### config.mk
export PLATFORM = sky130hd
export DESIGN_NAME = pstate_therm_gate
export DESIGN_NICKNAME = d
export VERILOG_FILES = /design/src/rtl/pstate_filt_pkg.sv /design/src/rtl/pstate_req_classify.sv /design/src/rtl/pstate_pend_slot.sv /design/src/rtl/pstate_commit_stage.sv /design/src/rtl/pstate_therm_gate.sv
export SDC_FILE = /design/constraint.sdc
export NUM_CORES = 1
export LEC_CHECK = 0
export ABC_AREA = 1
export BUFFER_PORTS_ARGS = -buffer_cell sky130_fd_sc_hd__buf_2
export CORE_MARGIN = 2
export CORE_UTILIZATION = 47
export CTS_BUF_LIST = sky130_fd_sc_hd__clkbuf_16
export DETAILED_ROUTE_END_ITERATION = 16
export HOLD_SLACK_MARGIN = 0.02
export PLACE_DENSITY = 0.76
export RECOVER_POWER = 100
export SLEW_MARGIN = 20
export SYNTH_ARGS = -nofsm -noshare
export SYNTH_HDL_FRONTEND = slang
export SYNTH_HIERARCHICAL = 1
export SYNTH_SLANG_ARGS = --single-unit
### constraint.sdc
create_clock -name clk -period 2.3 [get_ports clk]
set_input_delay 0.115 -clock clk [delete_from_list [all_inputs] [get_ports clk]]
set_output_delay 0.115 -clock clk [all_outputs]
set_load 0.01 [all_outputs]
### src/rtl/pstate_filt_pkg.sv
// Package: shared decision encoding for the thermally gated request filter.
// Assumes nothing beyond being compiled before the modules that import it.
package pstate_filt_pkg;

    // Outcome of one cycle's evaluation
    typedef enum logic [1:0] {
        DEC_NONE   = 2'd0,  // nothing changes
        DEC_APPLY  = 2'd1,  // incoming request is applied now
        DEC_DEFER  = 2'd2,  // incoming request is parked
        DEC_REPLAY = 2'd3   // parked request is released
    } pf_dec_e;

endpackage

### src/rtl/pstate_req_classify.sv
// Module: pstate_req_classify
// Decides, combinationally, what happens to the operating point this cycle.
// A strobed request always takes priority over releasing a parked one, so
// the latest request wins. Assumes codes are unsigned frequency ratios in
// which a larger code means a higher frequency.
module pstate_req_classify
    import pstate_filt_pkg::*;
#(
    parameter int W = 4
) (
    input  logic         req_wr,
    input  logic [W-1:0] req_code,
    input  logic         therm_active,
    input  logic [W-1:0] therm_target,
    input  logic         pend_valid,
    output pf_dec_e      decision
);

    logic above_target;

    // Purpose: flag a request that would run faster than the thermal target
    always_comb begin
        above_target = (req_code > therm_target);
    end

    // Purpose: pick the decision for this cycle
    always_comb begin
        decision = DEC_NONE;
        if (req_wr) begin
            if (therm_active && above_target) begin
                decision = DEC_DEFER;
            end else begin
                decision = DEC_APPLY;
            end
        end else if (pend_valid && !therm_active) begin
            decision = DEC_REPLAY;
        end
    end

endmodule

### src/rtl/pstate_pend_slot.sv
// Module: pstate_pend_slot
// Single-entry holding slot for a deferred request. A deferral overwrites
// the slot. An apply or a replay empties it. Assumes the decision input comes
// from pstate_req_classify.
module pstate_pend_slot
    import pstate_filt_pkg::*;
#(
    parameter int W = 4
) (
    input  logic         clk,
    input  logic         rst_n,
    input  pf_dec_e      decision,
    input  logic [W-1:0] req_code,
    output logic         pend_valid,
    output logic [W-1:0] pend_code
);

    // Purpose: track whether a deferred request is waiting
    always_ff @(posedge clk) begin
        if (!rst_n) begin
            pend_valid <= 1'b0;
        end else begin
            unique case (decision)
                DEC_DEFER:             pend_valid <= 1'b1;
                DEC_APPLY, DEC_REPLAY: pend_valid <= 1'b0;
                default:               pend_valid <= pend_valid;
            endcase
        end
    end

    // Purpose: capture the code of the latest deferred request
    always_ff @(posedge clk) begin
        if (!rst_n) begin
            pend_code <= '0;
        end else if (decision == DEC_DEFER) begin
            pend_code <= req_code;
        end
    end

endmodule

### src/rtl/pstate_commit_stage.sv
// Module: pstate_commit_stage
// Holds the applied operating-point code and generates the one-cycle commit
// pulse. Assumes rst_code is stable while rst_n is low.
module pstate_commit_stage
    import pstate_filt_pkg::*;
#(
    parameter int W = 4
) (
    input  logic         clk,
    input  logic         rst_n,
    input  logic [W-1:0] rst_code,
    input  pf_dec_e      decision,
    input  logic [W-1:0] req_code,
    input  logic [W-1:0] pend_code,
    output logic [W-1:0] applied_code,
    output logic         commit
);

    logic [W-1:0] next_code;
    logic         do_apply;

    // Purpose: choose the source of a new operating point
    always_comb begin
        do_apply  = (decision == DEC_APPLY) || (decision == DEC_REPLAY);
        next_code = (decision == DEC_REPLAY) ? pend_code : req_code;
    end

    // Purpose: register the applied code
    always_ff @(posedge clk) begin
        if (!rst_n) begin
            applied_code <= rst_code;
        end else if (do_apply) begin
            applied_code <= next_code;
        end
    end

    // Purpose: pulse commit once for each applied operating point
    always_ff @(posedge clk) begin
        if (!rst_n) begin
            commit <= 1'b0;
        end else begin
            commit <= do_apply;
        end
    end

endmodule

### src/rtl/pstate_therm_gate.sv
// Module: pstate_therm_gate (top)
// Filters software performance-state requests against a thermal event. It
// applies, defers or replays each one, and reports the applied code with a
// commit pulse and a pending flag. Assumes req_wr is a single-cycle strobe
// and that therm_target is valid whenever therm_active is high.
module pstate_therm_gate
    import pstate_filt_pkg::*;
#(
    parameter int W = 4
) (
    input  logic         clk,
    input  logic         rst_n,
    input  logic [W-1:0] rst_code,
    input  logic         req_wr,
    input  logic [W-1:0] req_code,
    input  logic         therm_active,
    input  logic [W-1:0] therm_target,
    output logic [W-1:0] applied_code,
    output logic         commit,
    output logic         pending
);

    pf_dec_e      decision;
    logic         pend_valid;
    logic [W-1:0] pend_code;

    pstate_req_classify #(.W(W)) i_classify (
        .req_wr       (req_wr),
        .req_code     (req_code),
        .therm_active (therm_active),
        .therm_target (therm_target),
        .pend_valid   (pend_valid),
        .decision     (decision)
    );

    pstate_pend_slot #(.W(W)) i_slot (
        .clk        (clk),
        .rst_n      (rst_n),
        .decision   (decision),
        .req_code   (req_code),
        .pend_valid (pend_valid),
        .pend_code  (pend_code)
    );

    pstate_commit_stage #(.W(W)) i_commit (
        .clk          (clk),
        .rst_n        (rst_n),
        .rst_code     (rst_code),
        .decision     (decision),
        .req_code     (req_code),
        .pend_code    (pend_code),
        .applied_code (applied_code),
        .commit       (commit)
    );

    // Purpose: expose the holding-slot state
    always_comb begin
        pending = pend_valid;
    end

endmodule

* Word-level counts from Yosys, hierarchy flattened
Index checks and enable logic that the tools add are counted.
** Word-level totals
- Flip-flop bits (word level) :: 10
- Input port bits :: 16
- Output and inout bits :: 6
** Cells by class
- Magnitude comparators :: 1
- Eq/ne operators :: 4
- Multiplexer cells :: 7
- Reduce and logical (&&, ||, !) cells :: 6
** Operator list (count)
- $mux W4 :: 3
- $mux W2 :: 3
- $eq A2 B2 Y1 const B :: 2
- $gt A4 B4 Y1 :: 1
- $eq A2 B1 Y1 const B :: 1
- $logic_and A1 B1 Y1 :: 2
- $ne A2 B1 Y1 const B :: 1
- $pmux W1 S2 :: 1
- $reduce_bool A2 Y1 :: 1
- $reduce_or A2 Y1 :: 1
- $logic_not A1 Y1 :: 1
- $logic_or A1 B1 Y1 :: 1

* Longest topological paths before layout
Gate-level depths: netlist of run 1.
- Depth in word-level cells :: 8
- Gate-level depth with buffers :: 13
- Depth with buffers taken out :: 13

* Hierarchy
Netlist of run 1, hierarchy kept.
** Modules (own cells, without submodules)
- pstate_commit_stage :: instances 1, cells an instance 38, area an instance 279.0 sq um, seq. area each 140.1 sq um
- pstate_pend_slot :: instances 1, cells an instance 30, area an instance 202.7 sq um, seq. area each 100.1 sq um
- pstate_req_classify :: instances 1, cells an instance 27, area an instance 143.9 sq um, seq. area each 0.0 sq um

* Worst setup path after synthesis of run 1
Ideal clock, no wire load.
- Path type :: input -> register
- Start :: input port therm_target[3]
- End :: register i_commit.applied_code[0] (enable)
- Arrival time :: 1343 ps
- Required time :: 1992 ps
- Slack :: 649 ps
- Stages on the path :: 8
- Buffers on the path :: 0
- Cell sequence :: inv_1 -> ha_1 -> nand2_1 -> inv_1 -> nand2_1 -> nand2_1 -> a21oi_1 -> or2_1
** Between the ends
- Word-level cells in the longest chain between the ends :: 7
- Elaborated cells on any way between the ends :: 8
- Those cells by class :: order compare (1); eq/ne (3); mux (2); reduce/logical (2)
** RTL lines
- from (decl) :: RTL line pstate_therm_gate.sv:17 : input logic [W-1:0] therm_target,
- $gt A4 B4 Y1 (*) :: RTL line pstate_req_classify.sv:23 : above_target = (req_code > therm_target);
- $logic_and A1 B1 Y1 (*) :: RTL line pstate_req_classify.sv:30 : if (therm_active && above_target) begin
- $mux W2 (*) :: RTL line pstate_req_classify.sv:30
- $mux W2 (*) :: RTL line pstate_req_classify.sv:29 : if (req_wr) begin
- via decision[0] :: RTL line pstate_therm_gate.sv:23 : pf_dec_e decision;
- $eq A2 B1 Y1 or $eq A2 B2 Y1 (tied branches) :: RTL line pstate_commit_stage.sv:24 : do_apply = (decision == DEC_APPLY) || (decision == DEC_REPLAY);
- $logic_or A1 B1 Y1 (*) :: RTL line pstate_commit_stage.sv:24
- $ne A2 B1 Y1 (no source line) (*)
- to (signal assigned) :: RTL line pstate_commit_stage.sv:31 : applied_code <= rst_code;
- to (signal assigned) :: RTL line pstate_commit_stage.sv:33 : applied_code <= next_code;
- to (decl) :: RTL line pstate_commit_stage.sv:15 : output logic [W-1:0] applied_code,
The timed path passes the listed nets; every way through them passes the cells marked *.
A chain may end at the register's enable or synchronous reset.

* Worst setup path after layout of run 1
- Start :: input port req_code[3]
- End :: register i_commit.applied_code[0] (enable)
** Between the ends
- Word-level cells in the longest chain between the ends :: 7
- Elaborated cells on any way between the ends :: 8
- Those cells by class :: order compare (1); eq/ne (3); mux (2); reduce/logical (2)
** RTL lines
- from (decl) :: RTL line pstate_therm_gate.sv:15 : input logic [W-1:0] req_code,
- $gt A4 B4 Y1 (*) :: RTL line pstate_req_classify.sv:23
- $logic_and A1 B1 Y1 (*) :: RTL line pstate_req_classify.sv:30
- $mux W2 (*) :: RTL line pstate_req_classify.sv:30
- $mux W2 (*) :: RTL line pstate_req_classify.sv:29
- via decision[0] :: RTL line pstate_therm_gate.sv:23
- $eq A2 B1 Y1 or $eq A2 B2 Y1 (tied branches) :: RTL line pstate_commit_stage.sv:24
- $logic_or A1 B1 Y1 (*) :: RTL line pstate_commit_stage.sv:24
- $ne A2 B1 Y1 (no source line) (*)
Marked as above.

==> results of run 1 <==
[cell type report]
type                       count  area [um^2]  area share, %
clock buffer                   3        75.07          9.146
inverter                      24        90.09          10.98
clock inverter                 1        3.754         0.4573
sequential                    10        240.2          29.27
tap                           15        18.77          2.287
timing repair buffer          22        100.1          12.20
multi-input combinational     61        292.8          35.67
[cells by family (layout without fill, tap and decap cells)]
group / after synthesis / after routing / synth area share [%]
AOI/OAI and AO/OA: 4 / 4 / 3.199
adders and majority gates: 4 / 4 / 8.000
buffers and inverters: 24 / 50 / 14.40
DFF: 10 / 10 / 38.40
and+or+nand+nor: 53 / 53 / 36.00
[registers in the layout, summed over array words and instances, names as in the netlist]
name	flops
i_slot/pend_valid	1
i_commit/commit	1
i_commit/applied_code	4
i_slot/pend_code	4
[cells in the mapped netlist]
cell type / count / area (um^2)
nand3_1: 12 / 60.06
edfxtp_1: 4 / 120.1
dfxtp_1: 6 / 120.1
nor2_1: 11 / 41.29
nand3b_1: 1 / 7.510
inv_1: 23 / 86.33
nand2_1: 26 / 97.59
o21ai_0: 1 / 5.000
nand2_2: 1 / 6.260
nor2_2: 1 / 6.260
or2_1: 1 / 6.260
inv_2: 1 / 3.750
ha_1: 4 / 50.05
a21oi_1: 3 / 15.01
[worst max path at each step]
| stage | start | to |
|---|---|---|
| after global routing | req_code[3] | i_commit/applied_code[0] |
| after detailed placement | req_code[3] | i_commit/applied_code[1] |
| after floorplan | therm_target[3] | i_commit/applied_code[0] |
| final | req_code[3] | i_commit/applied_code[0] |
| after global placement | req_code[3] | i_commit/applied_code[2] |
| after CTS | req_code[3] | i_commit/applied_code[1] |
[stage by stage]
stage                     utilization (%)  instances  cell area (um^2)  power (mW)
after detailed placement            59.66        132             757.0      0.3015
final                               64.69        136             820.8      0.5966
after CTS                           65.88        136             835.8      0.6083
after global placement              59.66        132             757.0      0.2971
after floorplan                         -         95             625.6      0.2629
after global routing                64.69        136             820.8      0.6313
[critical path, cell delays in order]
cell      delay (ns)
clkbuf_1        0.11
ha_1            0.31
nand2_1         0.09
inv_1           0.04
nand2_1         0.05
nand2_1         0.06
a21oi_1         0.12
clkbuf_1        0.37
or2_0           0.34
[power by group]
group          internal [mW]  leakage (nW)  switching (mW)
registers              0.200        0.0903         0.00451
clock network          0.227        0.0385          0.0737
logic                 0.0348         0.325          0.0564
[layer usage]
layer	vias up	wire length [um]
met5	-	0
met4	0	6
met3	2	86
met2	28	784
met1	304	553
li1	338	-
==> flow_metrics.py, run 1 <==
metrics = {
    "synthesis": {
        "avgSynthCellArea_um2": 6.585,
        "ys_warn_count": 6,
        "ys_types": 14,
        "synthCells": 95,
        "syn_area_um2": 625.6,
        "synth_nets": 115,
        "synth-seq-area-share_pct": 38.40,
        "synth_seq_cells": 10,
    },
    "sta": {
        "relSlewSlack_pct": 70.49,
        "setup_tns_ns": 0,
        "min_period_ns": 1.707,
        "timing.fmax_mhz": 585.8,
        "rsz0062_at_grt": "no",
        "fin_worst_skew_ns": 0.002574,
        "fin_crit_sh_pct": 74.22,
        "fin_hold_ws_ns": 0.1668,
        "worstMarginPinSlew_ns": 0.4427,
        "hold_viol_final": 0,
        "drv_slew": 0,
        "setup_viol": 0,
        "setup_ws_ns": 0.5928,
    },
    "place": {
        "dp_hpwl_um": 1052,
        "post-place-ws_ns": 0.6044,
        "routabilityCongestion": 0.8419,
        "portBuffers": 21,
    },
    "power_and_ir_drop": {
        "power.density_nw_per_um2": 726.8,
        "max-vdd-ir-drop_mv": 0.4007,
        "p_leak_nw": 0.4537,
    },
    "drt": {
        "antenna_left": 0,
        "via_per_inst": 4.941,
        "first_pass_iters": 4,
        "vias": 672,
        "drt_drc_violations_left": 0,
        "drt-initial-drc-count": 18,
        "routed_wl_um": 1431,
        "wl_per_cell_um": 10.52,
    },
    "floorplan": {
        "start_util_pct": 49.31,
        "ios": 22,
        "design.die.area_um2": 1639,
        "rows": 13,
        "core_area_um2": 1269,
        "die_w_um": 40.49,
        "die_y_um": 40.49,
    },
    "critical_path": {
        "worstPathArrival_ns": 1.61,
        "r2r_cells": 4,
        "cp_max_fo": 10,
        "reg2reg_slack_ns": 0.71,
        "reg2reg_to": "i_commit/applied_code[0]",
        "crit_type": "in -> reg",
        "cp-end-kind": "register",
        "start_kind": "primary input",
        "reg2reg_from": "i_slot/pend_valid",
        "cp.required_ns": 2.20,
    },
    "global_routing": {
        "grtUsageTotal_pct": 21.14,
        "grt_pass1_vias": 566,
        "grt_max_degree": 12,
        "met1_usage_pct": 20.39,
        "grtUsageMet3_pct": 5.000,
        "use_met2_pct": 38.49,
        "top_usage_layer": "met2",
        "grt_antenna_before_repair": 0,
        "gr-total-overflow": 0,
        "grt_pass1_wl_um": 2173,
    },
    "layout": {
        "nets": 142,
        "drive_gt1_share_pct": 15.70,
        "final_cell_mix": "nand2_1, inv_1, buf_2",
        "fillCellCount": 123,
        "layout_commonest_cell": "nand2_1",
        "syn_to_final_growth_pct": 31.20,
        "diodes": 0,
    },
    "clock_tree": {
        "cts_tree": "done",
        "ctsHoldBuffers": 0,
        "h-tree-depth": 1,
        "post_cts.repair.setup_buffers": 0,
        "clock_path_buffers": 2,
        "ctsResizeCount": 0,
        "cts_made_buffers": 3,
        "cts-root-buf": "clkbuf_16",
        "clkLatencyLatePin_ns": 0.23,
        "clkTransAtPathRegs_ns": 0.04,
        "cts_num_sinks": 10,
    },
    "worst_hold_path": {
        "hold_path_end": "i_commit/applied_code[2]",
        "hold_path.class": "in -> reg",
        "hold_start": "rst_code[2]",
        "hold_depth": 3,
    },
    "outcome": {
        "status": "completed",
    },
    "job": {
        "maxCapViolations": 0,
    },
}
No activity file was read; power rests on OpenSTA's default activity.
==> inputs of run 2 (changes only) <==
==> constraint.sdc (replaced) <==
create_clock -name clk -period 1.7 [get_ports clk]
set_input_delay 0.085 -clock clk [delete_from_list [all_inputs] [get_ports clk]]
set_output_delay 0.085 -clock clk [all_outputs]
set_load 0.01 [all_outputs]
==> run 2 against run 1 <==
Against the previous run: sequential power rose by 35%; sequential share of layout area about the same; worst hold slack worse by 0.030 ns; clock power up 36%; wire length down 0.49%; power up 36%; critical path depth up 3; global-route usage stayed put; combinational power rose by 36%; critical path type unchanged; critical endpoint is now i_commit/applied_code[1].
==> flow_metrics.py, run 2 (same netlist as run 1, synthesis figures left out) <==
metrics = {
    "outcome": {
        "status": "completed",
    },
    "clock_tree": {
        "h-tree-depth": 1,
        "post_cts.repair.setup_buffers": 0,
        "cts_made_buffers": 3,
        "ctsHoldBuffers": 0,
        "cts_num_sinks": 10,
        "clkTransAtPathRegs_ns": 0.04,
        "ctsResizeCount": 0,
        "clkLatencyLatePin_ns": 0.23,
        "clock_path_buffers": 2,
        "cts-root-buf": "clkbuf_16",
        "cts_tree": "done",
    },
    "sta": {
        "worstMarginPinSlew_ns": 0.3560,
        "fin_worst_skew_ns": 0.002451,
        "setup_tns_ns": 0,
        "timing.fmax_mhz": 684.2,
        "setup_viol": 0,
        "relSlewSlack_pct": 76.21,
        "hold_viol_final": 0,
        "fin_crit_sh_pct": 85.97,
        "min_period_ns": 1.462,
        "drv_slew": 0,
        "rsz0062_at_grt": "no",
    },
    "floorplan": {
        "ios": 22,
        "start_util_pct": 49.31,
        "die_y_um": 40.49,
        "die_w_um": 40.49,
        "core_area_um2": 1269,
        "design.die.area_um2": 1639,
        "rows": 13,
    },
    "global_routing": {
        "grt_max_degree": 12,
        "grtUsageTotal_pct": 21.14,
        "grt_antenna_before_repair": 0,
        "grt_pass1_wl_um": 2173,
        "gr-total-overflow": 0,
        "grt_pass1_vias": 566,
    },
    "place": {
        "routabilityCongestion": 0.8420,
        "place_area_um2": 757.0,
        "dp_hpwl_um": 1052,
        "portBuffers": 21,
        "dp.cells": 132,
    },
    "layout": {
        "fillCellCount": 124,
        "syn_to_final_growth_pct": 31.40,
        "final_cells": 136,
        "drive_gt1_share_pct": 15.70,
        "layout_commonest_cell": "nand2_1",
        "reg.largest.list": "i_commit/applied_code: 4 flops, i_slot/pend_code: 4 flops",
        "final_cell_mix": "nand2_1, inv_1, buf_2",
        "nets": 142,
        "design_area_um2": 822.0,
        "diodes": 0,
    },
    "critical_path": {
        "cp_slowest_cell": "ha_1",
        "cp.required_ns": 1.69,
        "reg2reg_to": "i_commit/applied_code[0]",
        "start_kind": "primary input",
        "cp_max_fo": 11,
        "cpPeakStageDelay_ns": 0.31,
        "cp_num_buf_inv": 2,
        "r2r_cells": 4,
        "reg2reg_slack_ns": 0.35,
        "critPathTopFamily": "simple AND/OR/NAND/NOR gates",
        "worstPathArrival_ns": 1.45,
        "cp_cell_sequence": "clkbuf_1, ha_1, nand2_1, inv_1, nand2_1, nand2_1, nand2_1, nand2_1, nand2_1, nand2_1, nand3_1, nand2_1",
        "cp-end-kind": "register",
        "crit_type": "in -> reg",
        "crit_top_cell": "nand2_1",
        "cp-startpoint": "req_code[3]",
        "reg2reg_from": "i_slot/pend_valid",
    },
    "drt": {
        "antenna_left": 0,
        "first_pass_iters": 4,
        "vias": 669,
        "via_per_inst": 4.919,
        "drt-initial-drc-count": 16,
        "wl_per_cell_um": 10.47,
        "routed_wl_um": 1424,
        "drt_drc_violations_left": 0,
    },
    "worst_hold_path": {
        "hold_path.class": "in -> reg",
        "hold_depth": 3,
        "hold_start": "rst_code[2]",
        "hold_path_end": "i_commit/applied_code[2]",
    },
    "power_and_ir_drop": {
        "p_leak_nw": 0.4576,
        "power_mw": 0.8096,
        "power.density_nw_per_um2": 984.9,
        "max-vdd-ir-drop_mv": 0.5418,
    },
    "job": {
        "maxCapViolations": 0,
    },
}
[run 2: changes by cell type in the layout (fill, tap and decap cells not counted), sizes merged]
| cell | change |
|---|---|
| buf | +1 |
| clkbuf | -1 |
[run 2: tightest hold or removal path: cells and delay by family]
family	cells	cell delay (ns)
simple gates	2	0.09
buf+inv	1	0.08
[run 2: routing by layer]
| layer | vias to the layer above | global-route usage [%] | wire length [um] |
|---|---|---|---|
| met4 | 0 | 15.00 | 8 |
| met1 | 303 | 20.39 | 557 |
| met3 | 2 | 5.000 | 73 |
| met2 | 26 | 38.49 | 785 |
| li1 | 338 | - | - |
| met5 | - | 0 | 0 |
[run 2: worst max path at each step]
stage | endpoint | slack, ns | depth (start not counted)
floorplan | i_commit/applied_code[0] | 0.08 | 8
global placement | i_commit/applied_code[2] | 0.09 | 10
detailed placement | i_commit/applied_code[1] | 0.03 | 12
CTS | i_commit/applied_code[1] | 0.26 | 12
global route | i_commit/applied_code[1] | 0.06 | 11
finish | i_commit/applied_code[1] | 0.24 | 12
[run 2: cell type report]
class                      count  area (um^2)  area share (%)
tap                           15        18.77           2.283
multi-input combinational     61        290.3           35.31
inverter                      24        90.09           10.96
clock inverter                 1        3.754          0.4566
clock buffer                   3        75.07           9.132
timing repair buffer          22        103.9           12.63
sequential                    10        240.2           29.22
[run 2: stage by stage]
step | setup WS (ns) | hold WS, ns | utilization (%)
after global placement | 0.09459 | 0.3601 | 59.66
final | 0.2384 | 0.1364 | 64.79
after detailed placement | 0.03438 | 0.3671 | 59.66
after floorplan | 0.07893 | 0.1785 | -
after CTS | 0.2631 | 0.1295 | 65.88
after global routing | 0.05586 | 0.1337 | 64.79
[run 2: where the power goes]
group	switching (mW)	internal [mW]
clock network	0.101	0.307
registers	0.00603	0.271
logic	0.0758	0.0486
==> inputs of run 3 (changes only) <==
--- a/config.mk
+++ b/config.mk
@@ -13,7 +13,6 @@
 export DETAILED_ROUTE_END_ITERATION = 16
 export HOLD_SLACK_MARGIN = 0.02
 export PLACE_DENSITY = 0.76
-export RECOVER_POWER = 100
 export SLEW_MARGIN = 20
 export SYNTH_ARGS = -nofsm -noshare
 export SYNTH_HDL_FRONTEND = slang
==> run 3 against run 2 <==
Against the previous run: via count did not move; sequential share of layout area fell by 0.48 points; clock skew barely moved; wire length did not move; global-route usage did not move; sequential power barely moved.
==> flow_metrics.py, run 3 (same netlist as run 1, synthesis figures left out) <==
metrics = {
    "outcome": {
        "status": "completed",
    },
    "critical_path": {
        "cp_max_fo": 11,
        "worstPathArrival_ns": 1.42,
        "cp.required_ns": 1.69,
        "reg2reg_from": "i_slot/pend_valid",
        "crit_type": "in -> reg",
        "start_kind": "primary input",
        "cp-end-kind": "register",
        "cp-startpoint": "req_code[3]",
    },
    "place": {
        "dp.cells": 132,
        "routabilityCongestion": 0.8420,
        "portBuffers": 21,
        "dp_hpwl_um": 1052,
    },
    "drt": {
        "via_per_inst": 4.919,
        "routed_wl_um": 1424,
        "first_pass_iters": 4,
        "vias": 669,
        "antenna_left": 0,
        "drt_drc_violations_left": 0,
        "wl_per_cell_um": 10.47,
        "drt-initial-drc-count": 16,
    },
    "layout": {
        "reg.largest.list": "i_commit/applied_code: 4 flops, i_slot/pend_code: 4 flops",
        "drive_gt1_share_pct": 23.14,
        "syn_to_final_growth_pct": 33.60,
        "final_cell_mix": "nand2_1, inv_1, buf_2",
        "nets": 142,
        "diodes": 0,
        "regArea_um2": 240.2,
        "layout_commonest_cell": "nand2_1",
        "multi_input_area_um2": 295.3,
        "final_cells": 136,
        "fillCellCount": 120,
    },
    "clock_tree": {
        "clkLatencyLatePin_ns": 0.23,
        "ctsResizeCount": 0,
        "cts-root-buf": "clkbuf_16",
        "cts_tree": "done",
        "cts_num_sinks": 10,
        "cts_made_buffers": 3,
        "post_cts.repair.setup_buffers": 0,
        "clkTransAtPathRegs_ns": 0.04,
        "clock_path_buffers": 2,
        "h-tree-depth": 1,
        "ctsHoldBuffers": 0,
    },
    "sta": {
        "rsz0062_at_grt": "no",
        "relSlewSlack_pct": 74.95,
        "fin_worst_skew_ns": 0.002196,
        "drv_slew": 0,
        "fin_crit_sh_pct": 84.32,
        "timing.fmax_mhz": 697.6,
        "setup_tns_ns": 0,
        "setup_viol": 0,
        "min_period_ns": 1.434,
        "hold_viol_final": 0,
        "worstMarginPinSlew_ns": 0.3748,
    },
    "global_routing": {
        "top_usage_layer": "met2",
        "grt_max_degree": 12,
        "use_met2_pct": 38.49,
        "grtUsageMet3_pct": 5.000,
        "met1_usage_pct": 20.39,
        "grtUsageTotal_pct": 21.14,
        "grt_pass1_vias": 566,
        "gr-total-overflow": 0,
        "grt_antenna_before_repair": 0,
        "grt_pass1_wl_um": 2173,
    },
    "worst_hold_path": {
        "hold_start": "rst_code[0]",
        "hold_path.class": "in -> reg",
    },
    "floorplan": {
        "die_y_um": 40.49,
        "design.die.area_um2": 1639,
        "start_util_pct": 49.31,
        "ios": 22,
        "rows": 13,
        "core_area_um2": 1269,
        "die_w_um": 40.49,
    },
    "power_and_ir_drop": {
        "p_leak_nw": 0.4810,
        "max-vdd-ir-drop_mv": 0.5416,
        "power.density_nw_per_um2": 972.9,
    },
    "job": {
        "maxCapViolations": 0,
    },
}
-- run 3: cell count changes in the layout (fill, tap and decap cells not counted) --
cell,before,now
buf_2,14,21
clkbuf_1,7,0
nand2_1,27,26
nand2_2,0,1
nor2_1,12,11
nor2_2,0,1
or2_0,1,0
or2_1,0,1
-- run 3: power by group --
group / switching [mW] / total (mW) / internal [mW]
sequential: 0.00585 / 0.276 / 0.271
combinational: 0.0765 / 0.129 / 0.0528
clock: 0.100 / 0.407 / 0.307
total: 0.182 / 0.813 / 0.631
-- run 3: final timing paths --
path	to	slack, ns	cells past startpoint
max	i_commit/applied_code[1]	0.27	12
min reg2reg	i_slot/pend_code[0]	0.48	2
max reg2reg	i_commit/applied_code[2]	0.39	5
min	i_commit/applied_code[0]	0.14	3
-- run 3: cell type report --
cell class | count | area share, %
clock buffers | 3 | 8.982
clock inverters | 1 | 0.4491
inverters | 24 | 10.78
multi-input cells | 61 | 35.33
flip-flops and latches | 10 | 28.74
well taps | 15 | 2.246
repair buffers | 22 | 13.47
-- run 3: critical path: stages --
cell     delay, ns
buf_2         0.12
ha_1          0.30
nand2_1       0.09
inv_1         0.04
nand2_1       0.05
nand2_1       0.06
nand2_1       0.06
nand2_1       0.22
nand2_2       0.19
nand2_1       0.07
nand3_1       0.08
nand2_1       0.05
-- run 3: routing by layer --
metal / part of all wire, % / vias up
li1: - / 337
met4: 0 / 0
met5: 0 / -
met1: 40 / 308
met3: 4.8 / 0
met2: 56 / 24
-- run 3: per-stage QoR --
| step | power (mW) | worst slack (ns) | util, % | cell area [um^2] | hold slack [ns] |
|---|---|---|---|---|---|
| 4_1_cts | 0.8230 | 0.2631 | 65.88 | 835.8 | 0.1295 |
| 5_1_grt | 0.8598 | 0.1013 | 65.88 | 835.8 | 0.1337 |
| 3_3_place_gp | 0.4020 | 0.09459 | 59.66 | 757.0 | 0.3601 |
| 3_5_place_dp | 0.4079 | 0.03438 | 59.66 | 757.0 | 0.3671 |
| 2_1_floorplan | 0.3556 | 0.07893 | - | 625.6 | 0.1785 |
| 6_report | 0.8131 | 0.2665 | 65.88 | 835.8 | 0.1378 |
